$ cat config.mk
export PLATFORM = sky130hd
export DESIGN_NAME = operand_mode_decoder
export DESIGN_NICKNAME = d
export VERILOG_FILES = /design/src/rtl/opd_pkg.sv /design/src/rtl/opd_src_decode.sv /design/src/rtl/opd_dst_decode.sv /design/src/rtl/operand_mode_decoder.sv
export SDC_FILE = /design/constraint.sdc
export NUM_CORES = 1
export LEC_CHECK = 0
export BUFFER_PORTS_ARGS = -buffer_cell sky130_fd_sc_hd__buf_2
export CORE_MARGIN = 2
export CORE_UTILIZATION = 50
export CTS_CLUSTER_SIZE = 20
export DETAILED_ROUTE_END_ITERATION = 10
export GPL_ROUTABILITY_DRIVEN = 0
export HOLD_SLACK_MARGIN = 0.05
export PLACE_DENSITY = 0.79
export SLEW_MARGIN = 30
export SYNTH_ARGS = -nofsm -noshare
export SYNTH_HDL_FRONTEND = slang
export SYNTH_SLANG_ARGS = --single-unit
$ cat constraint.sdc
create_clock -name clk_i -period 6 [get_ports clk_i]
set_input_delay 0.6 -clock clk_i [delete_from_list [all_inputs] [get_ports clk_i]]
set_output_delay 0.6 -clock clk_i [all_outputs]
set_load 0.02 [all_outputs]
$ cat src/rtl/opd_pkg.sv
package opd_pkg;
  typedef enum logic [1:0] {K_REG = 2'd0, K_CONST = 2'd1, K_MEM = 2'd2} opd_kind_e;
  typedef enum logic [2:0] {A_REG, A_CONST, A_IND, A_INC, A_IDX, A_ABS, A_IMM} opd_act_e;
  localparam int unsigned PC_IDX = 0;
  localparam int unsigned SR_IDX = 2;
  localparam int unsigned CG_IDX = 3;
endpackage

$ cat src/rtl/opd_src_decode.sv
module opd_src_decode import opd_pkg::*; #(
  parameter int unsigned DW  = 16,
  parameter int unsigned RAW = 4
) (
  input  logic [RAW-1:0] reg_i,
  input  logic [1:0]     mode_i,
  output opd_act_e       act_o,
  output logic [DW-1:0]  cval_o
);
  always_comb begin
    act_o  = A_REG;
    cval_o = '0;
    if (reg_i == RAW'(CG_IDX)) begin
      act_o = A_CONST;
      unique case (mode_i)
        2'd0: cval_o = '0;
        2'd1: cval_o = DW'(1);
        2'd2: cval_o = DW'(2);
        default: cval_o = '1;
      endcase
    end else if (reg_i == RAW'(SR_IDX) && mode_i[1]) begin
      act_o  = A_CONST;
      cval_o = mode_i[0] ? DW'(8) : DW'(4);
    end else begin
      unique case (mode_i)
        2'd0: act_o = A_REG;
        2'd1: act_o = (reg_i == RAW'(SR_IDX)) ? A_ABS : A_IDX;
        2'd2: act_o = A_IND;
        default: act_o = (reg_i == RAW'(PC_IDX)) ? A_IMM : A_INC;
      endcase
    end
  end
endmodule

$ cat src/rtl/opd_dst_decode.sv
module opd_dst_decode import opd_pkg::*; #(
  parameter int unsigned RAW = 4
) (
  input  logic [RAW-1:0] reg_i,
  input  logic           ind_i,
  output opd_act_e       act_o
);
  always_comb begin
    if (!ind_i)                        act_o = A_REG;
    else if (reg_i == RAW'(SR_IDX))    act_o = A_ABS;
    else                               act_o = A_IDX;
  end
endmodule

$ cat src/rtl/operand_mode_decoder.sv
module operand_mode_decoder import opd_pkg::*; #(
  parameter int unsigned DW  = 16,
  parameter int unsigned RAW = 4
) (
  input  logic           clk_i,
  input  logic           rst_ni,
  input  logic           start_i,
  input  logic [15:0]    instr_i,
  output logic           busy_o,
  output logic           done_o,
  output logic [RAW-1:0] rf_raddr_o,
  input  logic [DW-1:0]  rf_rdata_i,
  output logic           rf_we_o,
  output logic [RAW-1:0] rf_waddr_o,
  output logic [DW-1:0]  rf_wdata_o,
  output logic           mem_req_o,
  output logic [DW-1:0]  mem_addr_o,
  input  logic           mem_rvalid_i,
  input  logic [DW-1:0]  mem_rdata_i,
  output logic [1:0]     src_kind_o,
  output logic [RAW-1:0] src_reg_o,
  output logic [DW-1:0]  src_val_o,
  output logic [1:0]     dst_kind_o,
  output logic [RAW-1:0] dst_reg_o,
  output logic [DW-1:0]  dst_addr_o,
  output logic           byte_o,
  output logic [DW-1:0]  dst_wmask_o
);
  localparam int unsigned IW = 16;
  localparam logic [DW-1:0] EXT_STEP  = DW'(2);
  localparam logic [DW-1:0] BYTE_MASK = {{(DW/2){1'b0}}, {(DW - DW/2){1'b1}}};

  typedef enum logic [2:0] {S_IDLE, S_SRC, S_SRC_W, S_DST, S_DST_W, S_DONE} st_e;

  st_e           st_q;
  logic [IW-1:0] ir_q;
  logic [DW-1:0] pc_q, base_q, src_val_q, dst_addr_q;
  opd_kind_e     src_kind_q, dst_kind_q;

  logic [RAW-1:0] sreg, dreg;
  logic [1:0]     smode;
  logic           dind, bw;
  assign sreg  = ir_q[8 +: RAW];
  assign dreg  = ir_q[0 +: RAW];
  assign smode = ir_q[5:4];
  assign dind  = ir_q[7];
  assign bw    = ir_q[6];

  opd_act_e      sact, dact;
  logic [DW-1:0] cval;

  opd_src_decode #(.DW(DW), .RAW(RAW)) u_src (
    .reg_i (sreg),
    .mode_i(smode),
    .act_o (sact),
    .cval_o(cval)
  );

  opd_dst_decode #(.RAW(RAW)) u_dst (
    .reg_i(dreg),
    .ind_i(dind),
    .act_o(dact)
  );

  // PC is served from the local copy so a pending write-back is never missed
  logic [DW-1:0] sbase, dbase, step;
  logic          s_ext, d_ext;
  assign sbase = (sreg == RAW'(PC_IDX)) ? pc_q : rf_rdata_i;
  assign dbase = (dreg == RAW'(PC_IDX)) ? pc_q : rf_rdata_i;
  assign step  = bw ? DW'(1) : DW'(2);
  assign s_ext = (sact == A_IDX) || (sact == A_ABS) || (sact == A_IMM);
  assign d_ext = (dact != A_REG);

  always_comb begin
    unique case (st_q)
      S_SRC, S_SRC_W: rf_raddr_o = sreg;
      S_DST, S_DST_W: rf_raddr_o = dreg;
      default:        rf_raddr_o = RAW'(PC_IDX);
    endcase
  end

  always_comb begin
    mem_req_o  = (st_q == S_SRC && s_ext) || (st_q == S_DST && d_ext);
    mem_addr_o = pc_q;
    rf_we_o    = 1'b0;
    rf_waddr_o = RAW'(PC_IDX);
    rf_wdata_o = pc_q + EXT_STEP;
    if (st_q == S_SRC && sact == A_INC) begin
      rf_we_o    = 1'b1;
      rf_waddr_o = sreg;
      rf_wdata_o = rf_rdata_i + step;
    end else if ((st_q == S_SRC_W || st_q == S_DST_W) && mem_rvalid_i) begin
      rf_we_o = 1'b1;
    end
  end

  always_ff @(posedge clk_i or negedge rst_ni) begin
    if (!rst_ni) begin
      st_q       <= S_IDLE;
      ir_q       <= '0;
      pc_q       <= '0;
      base_q     <= '0;
      src_val_q  <= '0;
      dst_addr_q <= '0;
      src_kind_q <= K_REG;
      dst_kind_q <= K_REG;
    end else begin
      unique case (st_q)
        S_IDLE: if (start_i) begin
          ir_q <= instr_i;
          pc_q <= rf_rdata_i;
          st_q <= S_SRC;
        end
        S_SRC: begin
          st_q <= S_DST;
          unique case (sact)
            A_REG: begin
              src_kind_q <= K_REG;
              src_val_q  <= '0;
            end
            A_CONST: begin
              src_kind_q <= K_CONST;
              src_val_q  <= cval;
            end
            A_IND, A_INC: begin
              src_kind_q <= K_MEM;
              src_val_q  <= sbase;
            end
            default: begin
              base_q <= (sact == A_ABS) ? '0 : sbase;
              st_q   <= S_SRC_W;
            end
          endcase
        end
        S_SRC_W: if (mem_rvalid_i) begin
          pc_q       <= pc_q + EXT_STEP;
          src_kind_q <= (sact == A_IMM) ? K_CONST : K_MEM;
          src_val_q  <= (sact == A_IMM) ? mem_rdata_i : base_q + mem_rdata_i;
          st_q       <= S_DST;
        end
        S_DST: begin
          if (d_ext) begin
            base_q <= (dact == A_ABS) ? '0 : dbase;
            st_q   <= S_DST_W;
          end else begin
            dst_kind_q <= K_REG;
            dst_addr_q <= '0;
            st_q       <= S_DONE;
          end
        end
        S_DST_W: if (mem_rvalid_i) begin
          pc_q       <= pc_q + EXT_STEP;
          dst_kind_q <= K_MEM;
          dst_addr_q <= base_q + mem_rdata_i;
          st_q       <= S_DONE;
        end
        default: st_q <= S_IDLE;
      endcase
    end
  end

  assign busy_o      = (st_q != S_IDLE);
  assign done_o      = (st_q == S_DONE);
  assign src_kind_o  = src_kind_q;
  assign src_reg_o   = sreg;
  assign src_val_o   = src_val_q;
  assign dst_kind_o  = dst_kind_q;
  assign dst_reg_o   = dreg;
  assign dst_addr_o  = dst_addr_q;
  assign byte_o      = bw;
  assign dst_wmask_o = (dst_kind_q == K_REG && bw) ? BYTE_MASK : '1;
endmodule

==> results by group, run 1 <==
Status
  – Outcome: complete, no violations

Clock network
  – CTS tree: yes
  – CTS clk-pin slew, worst paths: about 0.06 ns
  – Clock sink total: 82
  – Worst skew pair latency: ~0.34 ns
  – Buffer count from post-CTS setup fixing: 0
  – Root buf cell: clkbuf_16
  – TritonCTS Buffers: 9
  – Hold buffer count at cts: 0
  – # resized after CTS: 0
  – Clk buf depth: 2
  – H-tree levels: 3

Power and ir drop
  – Share of power burned in registers: ~27%
  – Logic pwr share: about three fifths
  – Power Density: approximately 620 nW/um^2
  – Sw Ratio: about 51%
  – Clock share of power: about 12%
  – Leakage: between 3 and 4 nW
  – Int Power: approximately 2.1 mW
  – Worst VDD drop: a little under 0.4 mV
  – Switching power: about 2.2 mW

Critical path
  – CP Launch Type: flip-flop
  – Crit path from: mem_addr_o[1]
  – Reg2reg end: src_val_o[2]
  – WP data required: 5.40 ns
  – CP Data Arrival Time: between 2 and 3 ns
  – Endpoint type of the worst setup path: output pin
  – CP max FO: 9
  – Worst r2r path cells: 6
  – Worst setup path endpoint: rf_wdata_o[15]
  – R2R Setup Slk: roughly 3.1 ns
  – Reg2reg start: ir_q[9]
  – Critical path class: flip-flop to output pin

Timing
  – Slew Limit Fails: 0
  – Final setup violation count: 0
  – Max frequency: 298 MHz
  – TNS Setup: 0 ns
  – Post-layout min period: ~3.4 ns
  – Part of the cycle the worst path needs: 55.9%
  – RSZ-0062 raised after global routing: false
  – Final Skew: between 0.01 and 0.015 ns
  – Tightest Pin Transition: roughly 0.9 ns
  – Slew headroom: 38.7%
  – Final hold violations: 0

Synthesis
  – Leading area contributor after synthesis: dfrtp_1
  – Post-synth EDFFs: 0
  – Largest cells by area after synthesis: dfrtp_1 34%, o21ai_0 6.1%, nand2_1 5.2%, mux2_2 3.9%, ha_1 3.7%
  – Most numerous cell in the Yosys netlist: nand2_1
  – Syn. warnings: 0
  – Synth Cell Area: 6040 um^2
  – Sequential fraction of the synthesis area: between 30% and 40%
  – Mean Syn Cell Area: 8.52 um^2
  – Synth cell types: 61
  – Flops & latches, synth: between 80 and 90
  – Number of cells produced by synthesis: roughly 710
  – Post-synth top flop: dfrtp_1
  – Post-synth top area share: roughly a third
  – Synth async-reset ratio: 100%
  – Most frequent cells after synthesis: 84 x nand2_1, 82 x dfrtp_1, 74 x o21ai_0

Cells and area
  – Area delta synth->final: 14.5%
  – Share of layout cells above drive strength 1: ~25%
  – Finished Core Util: a little under 60%
  – Ant. Diodes: 0
  – Final #Nets: 879

Die
  – Die width: 114 um
  – Initial Util: between 50% and 60%
  – Die outline height: 114 um
  – Placeable Area: between 10000 and 15000 um^2
  – Num rows: 40
  – Full die area: roughly 13000 um^2
  – IO Count: ~160

Routing
  – Routed vias: 5605
  – Drt drc: 0
  – Total wire length: approximately 16 mm
  – Routed Antenna Nets: 0
  – Vias per cell: a little under 6
  – DR iter-0 viols: roughly 530
  – Drt wl/cell: between 15 and 20 um
  – Drt pass-1 iters: 5

Hold path
  – Type of the worst min-delay path: input port to asynchronous set/reset pin

Global routing
  – First-pass GRT wire length: approximately 26 mm
  – All-Layer GR Usage: between 20% and 30%
  – Overflow after GRT: 0
  – Vias in the first global route: ~5.1k
  – Largest net degree at the start of global routing: 83
  – Initial antenna violation count: 0

Placement
  – Post-DP HPWL: 11.8 mm
  – Port bufs: about 140

Run
  – # Max-Cap Violations: 0
[cell families (layout without fill, tap and decap cells)]
logic type | count (synthesis) | in the layout | share of synthesized area (%)
mux | 43 | 43 | 7.56
compound gates | 215 | 215 | 23.2
flops | 82 | 82 | 34.0
buf+inv | 85 | 181 | 7.65
xor+xnor | 42 | 42 | 6.09
simple gates | 220 | 220 | 17.0
fa+ha+maj | 20 | 20 | 4.39
other cells | 2 | 9 | 0.124
[placed cells by master (no fill, tap or decap), types with 11 or more instances in the layout]
cell,netlist,final
a21oi_1,44,44
a22oi_1,22,22
buf_2,17,142
dfrtp_1,82,82
ha_1,18,18
inv_1,15,15
mux2_2,21,21
mux2i_1,22,22
nand2_1,84,84
nand3_1,19,19
nor2_1,48,46
nor3_1,13,13
o21ai_0,74,74
o22a_1,11,11
xnor2_1,21,21
xor2_1,21,21
[sequential cells by signal, summed over array words and instances, names as in the netlist]
| register | cells |
|---|---|
| base_q | 16 |
| dst_kind_o | 1 |
| ir_q | 12 |
| st_q | 3 |
| src_val_o | 16 |
| mem_addr_o | 16 |
| src_kind_o | 2 |
| dst_addr_o | 16 |
[worst min path at each step]
stage	to	slack (ns)	cells after the start
after CTS	ir_q[9]	0.35	1
after detailed placement	src_kind_o[1]	0.46	2
final	src_val_o[2]	0.31	1
after global placement	src_kind_o[1]	0.45	2
after floorplan	base_q[0]	0.30	0
after global routing	ir_q[9]	0.38	1
[per-layer routing]
layer | up-vias | part of all wire (%) | GRT usage, %
li1 | 2728 | - | -
met1 | 2635 | 48 | 37.9
met2 | 225 | 44 | 37.6
met3 | 17 | 6.6 | 3.24
met4 | 0 | 1.3 | 7.15
met5 | - | 0 | 0
[area by class of cell]
cell class	instances	area [um^2]
clock buffer	12	256
tap	147	184
inverter	15	56.3
sequential	82	2050
timing repair buffer	150	774
clock inverter	4	26.3
fill	1097	5000
multi-input combinational	549	3560
[per-stage QoR]
stage | total power, mW | std cells | worst slack [ns] | hold slack (ns) | area, um^2
global placement | 3.70 | 943 | 3.02 | 0.446 | 6630
detailed placement | 3.75 | 943 | 3.00 | 0.459 | 6630
floorplan | 3.12 | 716 | 3.29 | 0.304 | 6060
finish | 4.30 | 959 | 2.65 | 0.312 | 6910
CTS | 4.29 | 959 | 2.65 | 0.354 | 6910
global route | 4.65 | 959 | 2.44 | 0.384 | 6910
[worst max-delay path: stages, from the launching register on]
cell,delay [ns]
dfrtp_1,0.49
ha_1,0.32
nand3_1,0.16
nor3_1,0.61
nand3_1,0.21
xnor2_1,0.22
nor2_1,0.06
a21oi_1,0.15
buf_2,0.19
[power by group through the flow]
stage / logic [mW] / registers [mW] / clock network [mW]
2_1_floorplan: 1.93 / 1.19 / 0
3_3_place_gp: 2.54 / 1.16 / 0
3_5_place_dp: 2.58 / 1.16 / 0
4_1_cts: 2.60 / 1.16 / 0.529
5_1_grt: 2.88 / 1.21 / 0.553
6_report: 2.62 / 1.16 / 0.525
(Power assumes the default switching activity.)
==> run 2: changes to the inputs <==
Clock period 6 ns to 3.3 ns, I/O delays scaled along.
==> results by group, run 2 (synthesis results as in run 1) <==
Global routing
  – First-pass GRT wire length: 26.3 mm
  – Initial antenna violation count: 1
  – All-Layer GR Usage: between 20% and 30%
  – Vias in the first global route: between 5k and 6k
  – Overflow after GRT: 0
  – Largest net degree at the start of global routing: 83

Cells and area
  – Final #Nets: ~900
  – Share of layout cells above drive strength 1: approximately 26%
  – Commonest non-fill, non-tap cell in the layout: buf_2
  – Fill count: 1074
  – Area delta synth->final: 16.3%
  – Most frequent cells in the layout: 142 x buf_2, 84 x nand2_1, 82 x dfrtp_1

Clock network
  – Buffer count from post-CTS setup fixing: 0
  – Clk buf depth: 2
  – CTS clk-pin slew, worst paths: roughly 0.060 ns
  – CTS tree: yes
  – H-tree levels: 3
  – Root buf cell: clkbuf_16
  – Clock sink total: 82
  – # resized after CTS: 0
  – Hold buffer count at cts: 0
  – TritonCTS Buffers: 9
  – Worst skew pair latency: 0.35 ns

Routing
  – Drt wl/cell: around 17 um
  – Routed vias: about 5.6k
  – Vias per cell: roughly 5.8
  – DR iter-0 viols: 450
  – Drt pass-1 iters: 5
  – Routed Antenna Nets: 0
  – Total wire length: 16.3 mm
  – Drt drc: 0

Timing
  – Final hold violations: 0
  – Post-layout min period: roughly 2.9 ns
  – RSZ-0062 raised after global routing: false
  – Final Skew: just over 0.006 ns
  – Slew Limit Fails: 0
  – Max frequency: between 300 and 400 MHz
  – Worst Slack Setup Final: 0.394 ns
  – TNS Setup: 0 ns
  – Part of the cycle the worst path needs: between 80% and 90%
  – Final setup violation count: 0
  – Tightest Pin Transition: about 0.85 ns
  – Slew headroom: between 40% and 50%

Critical path
  – Endpoint type of the worst setup path: output pin
  – R2R Setup Slk: 0.72 ns
  – Reg2reg start: ir_q[11]
  – CP Data Arrival Time: approximately 2.6 ns
  – CP max FO: 9
  – WP data required: between 2 and 3 ns
  – Crit path from: mem_addr_o[1]
  – Reg2reg end: src_val_o[3]
  – CP Launch Type: flip-flop
  – Critical path class: flip-flop to output pin
  – Worst setup path endpoint: rf_wdata_o[15]
  – Worst r2r path cells: 5

Placement
  – Post-DP HPWL: around 12 mm
  – Port bufs: between 100 and 150
  – Dpl ws: between 0.7 and 0.8 ns

Die
  – Num rows: 40
  – IO Count: 157
  – Full die area: 13000 um^2
  – Die width: 114 um
  – Placeable Area: 11900 um^2
  – Initial Util: 50.7%
  – Die outline height: about 110 um

Power and ir drop
  – Power Density: 1150 nW/um^2
  – Leakage: about 3.2 nW
  – Worst VDD drop: 0.537 mV

Run
  – # Max-Cap Violations: 0

Status
  – Outcome: complete, no violations

Hold path
  – Type of the worst min-delay path: input port to asynchronous set/reset pin
run 2: cell count changes in the layout (fill, tap and decap cells not counted), sizes merged:
cell    previous run  this run
bufinv             0         2
diode              0         1
clkinv             3         1
buf              150       157
run 2: critical path, stage by stage (launching register included):
cell and delay [ns]:
dfrtp_1 0.48, ha_1 0.31, nand3_1 0.15, nor3_1 0.52, nand3_1 0.17, xnor2_1 0.20, nor2_1 0.06, a21oi_1 0.15
buf_2 0.19
run 2: power by group:
group          total, mW  switching, mW  internal (mW)
logic               4.88           3.01           1.87
clock network       1.14          0.413          0.723
registers           2.07          0.582           1.49
total               8.08           4.00           4.08
run 2: worst min-delay path by stage:
stage / startpoint / end / slack (ns) / cells past startpoint
6_report: rst_ni / src_kind_o[1] / 0.03 / 1
5_1_grt: rst_ni / src_val_o[0] / 0.11 / 1
4_1_cts: rst_ni / ir_q[11] / 0.07 / 1
3_5_place_dp: rst_ni / src_kind_o[0] / 0.44 / 1
3_3_place_gp: src_kind_o[1] / src_kind_o[1] / 0.45 / 2
2_1_floorplan: rst_ni / base_q[0] / 0.03 / 0
run 2: cell type report:
type                       instances  area (um^2)  area share (%)
timing repair buffer             157          827            11.8
multi-input combinational        549         3560            50.7
inverter                          15         56.3           0.802
clock buffer                      12          267            3.79
sequential                        82         2050            29.2
tap                              147          184            2.62
antenna                            1         2.50          0.0356
clock inverter                     4         72.6            1.03
run 2: stage by stage:
stage	cell area [um^2]	hold slack, ns	power (mW)	util, %	cells
after floorplan	6060	0.0344	5.67	-	716
after global placement	6680	0.448	6.80	56.1	950
after detailed placement	6680	0.436	6.90	56.1	950
after CTS	7020	0.0684	8.06	58.9	966
after global routing	7020	0.110	8.70	59.0	967
final	7020	0.0337	8.08	59.0	967
run 2: metal layers:
| metal | up-vias | global-route usage [%] | part of all wire, % |
|---|---|---|---|
| met4 | 0 | 8.05 | 1.4 |
| met3 | 20 | 3.83 | 7.4 |
| met5 | - | 0 | 0 |
| met1 | 2622 | 36.8 | 46 |
| li1 | 2734 | - | - |
| met2 | 235 | 39.5 | 45 |
==> run 3: changes to the inputs <==
==> constraint.sdc (replaced) <==
create_clock -name clk_i -period 3.3 [get_ports clk_i]
set_input_delay 0.495 -clock clk_i [delete_from_list [all_inputs] [get_ports clk_i]]
set_output_delay 0.495 -clock clk_i [all_outputs]
set_load 0.02 [all_outputs]
==> results by group, run 3 (synthesis results as in run 1) <==
Power and ir drop
  – Int Power: a little under 4 mW
  – Switching power: 3.97 mW
  – Worst VDD drop: 0.518 mV
  – Logic pwr share: 61.3%
  – Share of power burned in registers: a little over a quarter
  – Sw Ratio: ~51%
  – Power Density: 1130 nW/um^2
  – Clock share of power: a little under an eighth
  – Leakage: about 3.1 nW

Critical path
  – Slowest CP cell: dfrtp_1
  – R2R Setup Slk: roughly 0.77 ns
  – CP Launch Type: flip-flop
  – Critical path class: flip-flop to output pin
  – Crit-path cells: ha_1 -> fa_1 -> nand2_1 -> nor3_1 -> and2_1 -> nand4_1 -> xor2_1 -> mux2i_1 -> buf_2
  – CP top delay family: simple AND/OR/NAND/NOR gates
  – WP data required: around 2.8 ns
  – CP Buf/Inv Count: 1
  – Endpoint type of the worst setup path: output pin
  – CP Data Arrival Time: ~2.6 ns
  – CP max FO: 4
  – Crit path largest cell delay: ~0.48 ns

Clock network
  – Clk buf depth: 2
  – TritonCTS Buffers: 9
  – Hold buffer count at cts: 0
  – CTS clk-pin slew, worst paths: ~0.060 ns
  – # resized after CTS: 0
  – Clock sink total: 82
  – Root buf cell: clkbuf_16
  – CTS tree: yes
  – Buffer count from post-CTS setup fixing: 0
  – H-tree levels: 3
  – Worst skew pair latency: 0.35 ns

Timing
  – Final Skew: roughly 0.0097 ns
  – Tightest Pin Transition: slightly below 0.9 ns
  – Max frequency: around 320 MHz
  – Final hold violations: 0
  – Final setup violation count: 0
  – Hold WS: between 0.15 and 0.2 ns
  – RSZ-0062 raised after global routing: false
  – Post-layout min period: 3.08 ns
  – TNS Setup: 0 ns
  – Part of the cycle the worst path needs: 93.3%
  – Slew headroom: between 40% and 50%
  – Slew Limit Fails: 0

Routing
  – Total wire length: ~16 mm
  – Drt pass-1 iters: 5
  – DR iter-0 viols: ~500
  – Routed vias: roughly 5.6k
  – Vias per cell: roughly 5.8
  – Drt wl/cell: 16.5 um
  – Routed Antenna Nets: 0
  – Drt drc: 0

Cells and area
  – Layout Cells excl Fill: between 900 and 1k
  – Ant. Diodes: 0
  – Area delta synth->final: 14.8%
  – Share of layout cells above drive strength 1: approximately a quarter
  – Most frequent cells in the layout: 142 x buf_2, 84 x nand2_1, 82 x dfrtp_1
  – Fill count: between 1k and 1.5k
  – Register area: about 2100 um^2
  – Finished Core Util: 58.2%
  – Final #Nets: 883
  – Commonest non-fill, non-tap cell in the layout: buf_2
  – Multi-input logic area: 3560 um^2

Global routing
  – Overflow after GRT: 0
  – First-pass GRT wire length: between 20 and 30 mm
  – All-Layer GR Usage: 25.4%
  – Initial antenna violation count: 0
  – Vias in the first global route: ~5.1k
  – Largest net degree at the start of global routing: 83

Die
  – Placeable Area: 11900 um^2
  – Full die area: approximately 13000 um^2
  – Die width: ~110 um
  – Die outline height: roughly 110 um
  – Initial Util: approximately half
  – IO Count: ~160
  – Num rows: 40

Status
  – Outcome: complete, no violations

Hold path
  – Type of the worst min-delay path: input port to asynchronous set/reset pin

Placement
  – Post-DP HPWL: 12.0 mm
  – Dpl cells: 947
  – Port bufs: roughly 140

Run
  – # Max-Cap Violations: 0
-- run 3: layer usage --
layer	global-route usage, %	vias up	wire (um)
met5	0	-	0
met4	7.15	0	170
met3	4.20	12	1050
met2	38.0	210	7010
met1	38.1	2635	7680
li1	-	2733	-
-- run 3: metrics by stage --
stage               cell area [um^2]  setup slack, ns  power (mW)
floorplan                       6060            0.735        5.67
global placement                6660            0.510        6.76
detailed placement              6660            0.459        6.85
CTS                             6930            0.224        7.80
global route                    6930           0.0549        8.46
finish                          6930            0.222        7.82
-- run 3: worst paths after layout --
| path | cells past startpoint | to | startpoint |
|---|---|---|---|
| worst max-delay path | 9 | rf_wdata_o[12] | ir_q[6] |
| worst min-delay path | 1 | dst_addr_o[5] | rst_ni |
| worst max register to register | 7 | src_val_o[10] | st_q[1] |
| worst min register to register | 2 | src_kind_o[1] | src_kind_o[1] |
| max in group asynchronous | 1 | mem_addr_o[5] | rst_ni |
| min in group clk_i | 3 | ir_q[6] | instr_i[6] |
-- run 3: layout make-up --
cell class	instances	share of cell area, %
Sequential cell	82	29.6
Clock buffer	11	3.50
Inverter	15	0.812
Tap cell	147	2.65
Clock inverter	5	0.433
Timing Repair Buffer	154	11.6
Multi-Input combinational cell	549	51.4
-- run 3: power groups by stage --
stage / Clock (mW) / Combinational (mW) / Sequential [mW]
after floorplan: 0 / 3.51 / 2.16
after global placement: 0 / 4.68 / 2.07
after detailed placement: 0 / 4.75 / 2.09
after CTS: 0.946 / 4.78 / 2.08
after global routing: 0.988 / 5.30 / 2.17
final: 0.937 / 4.79 / 2.09
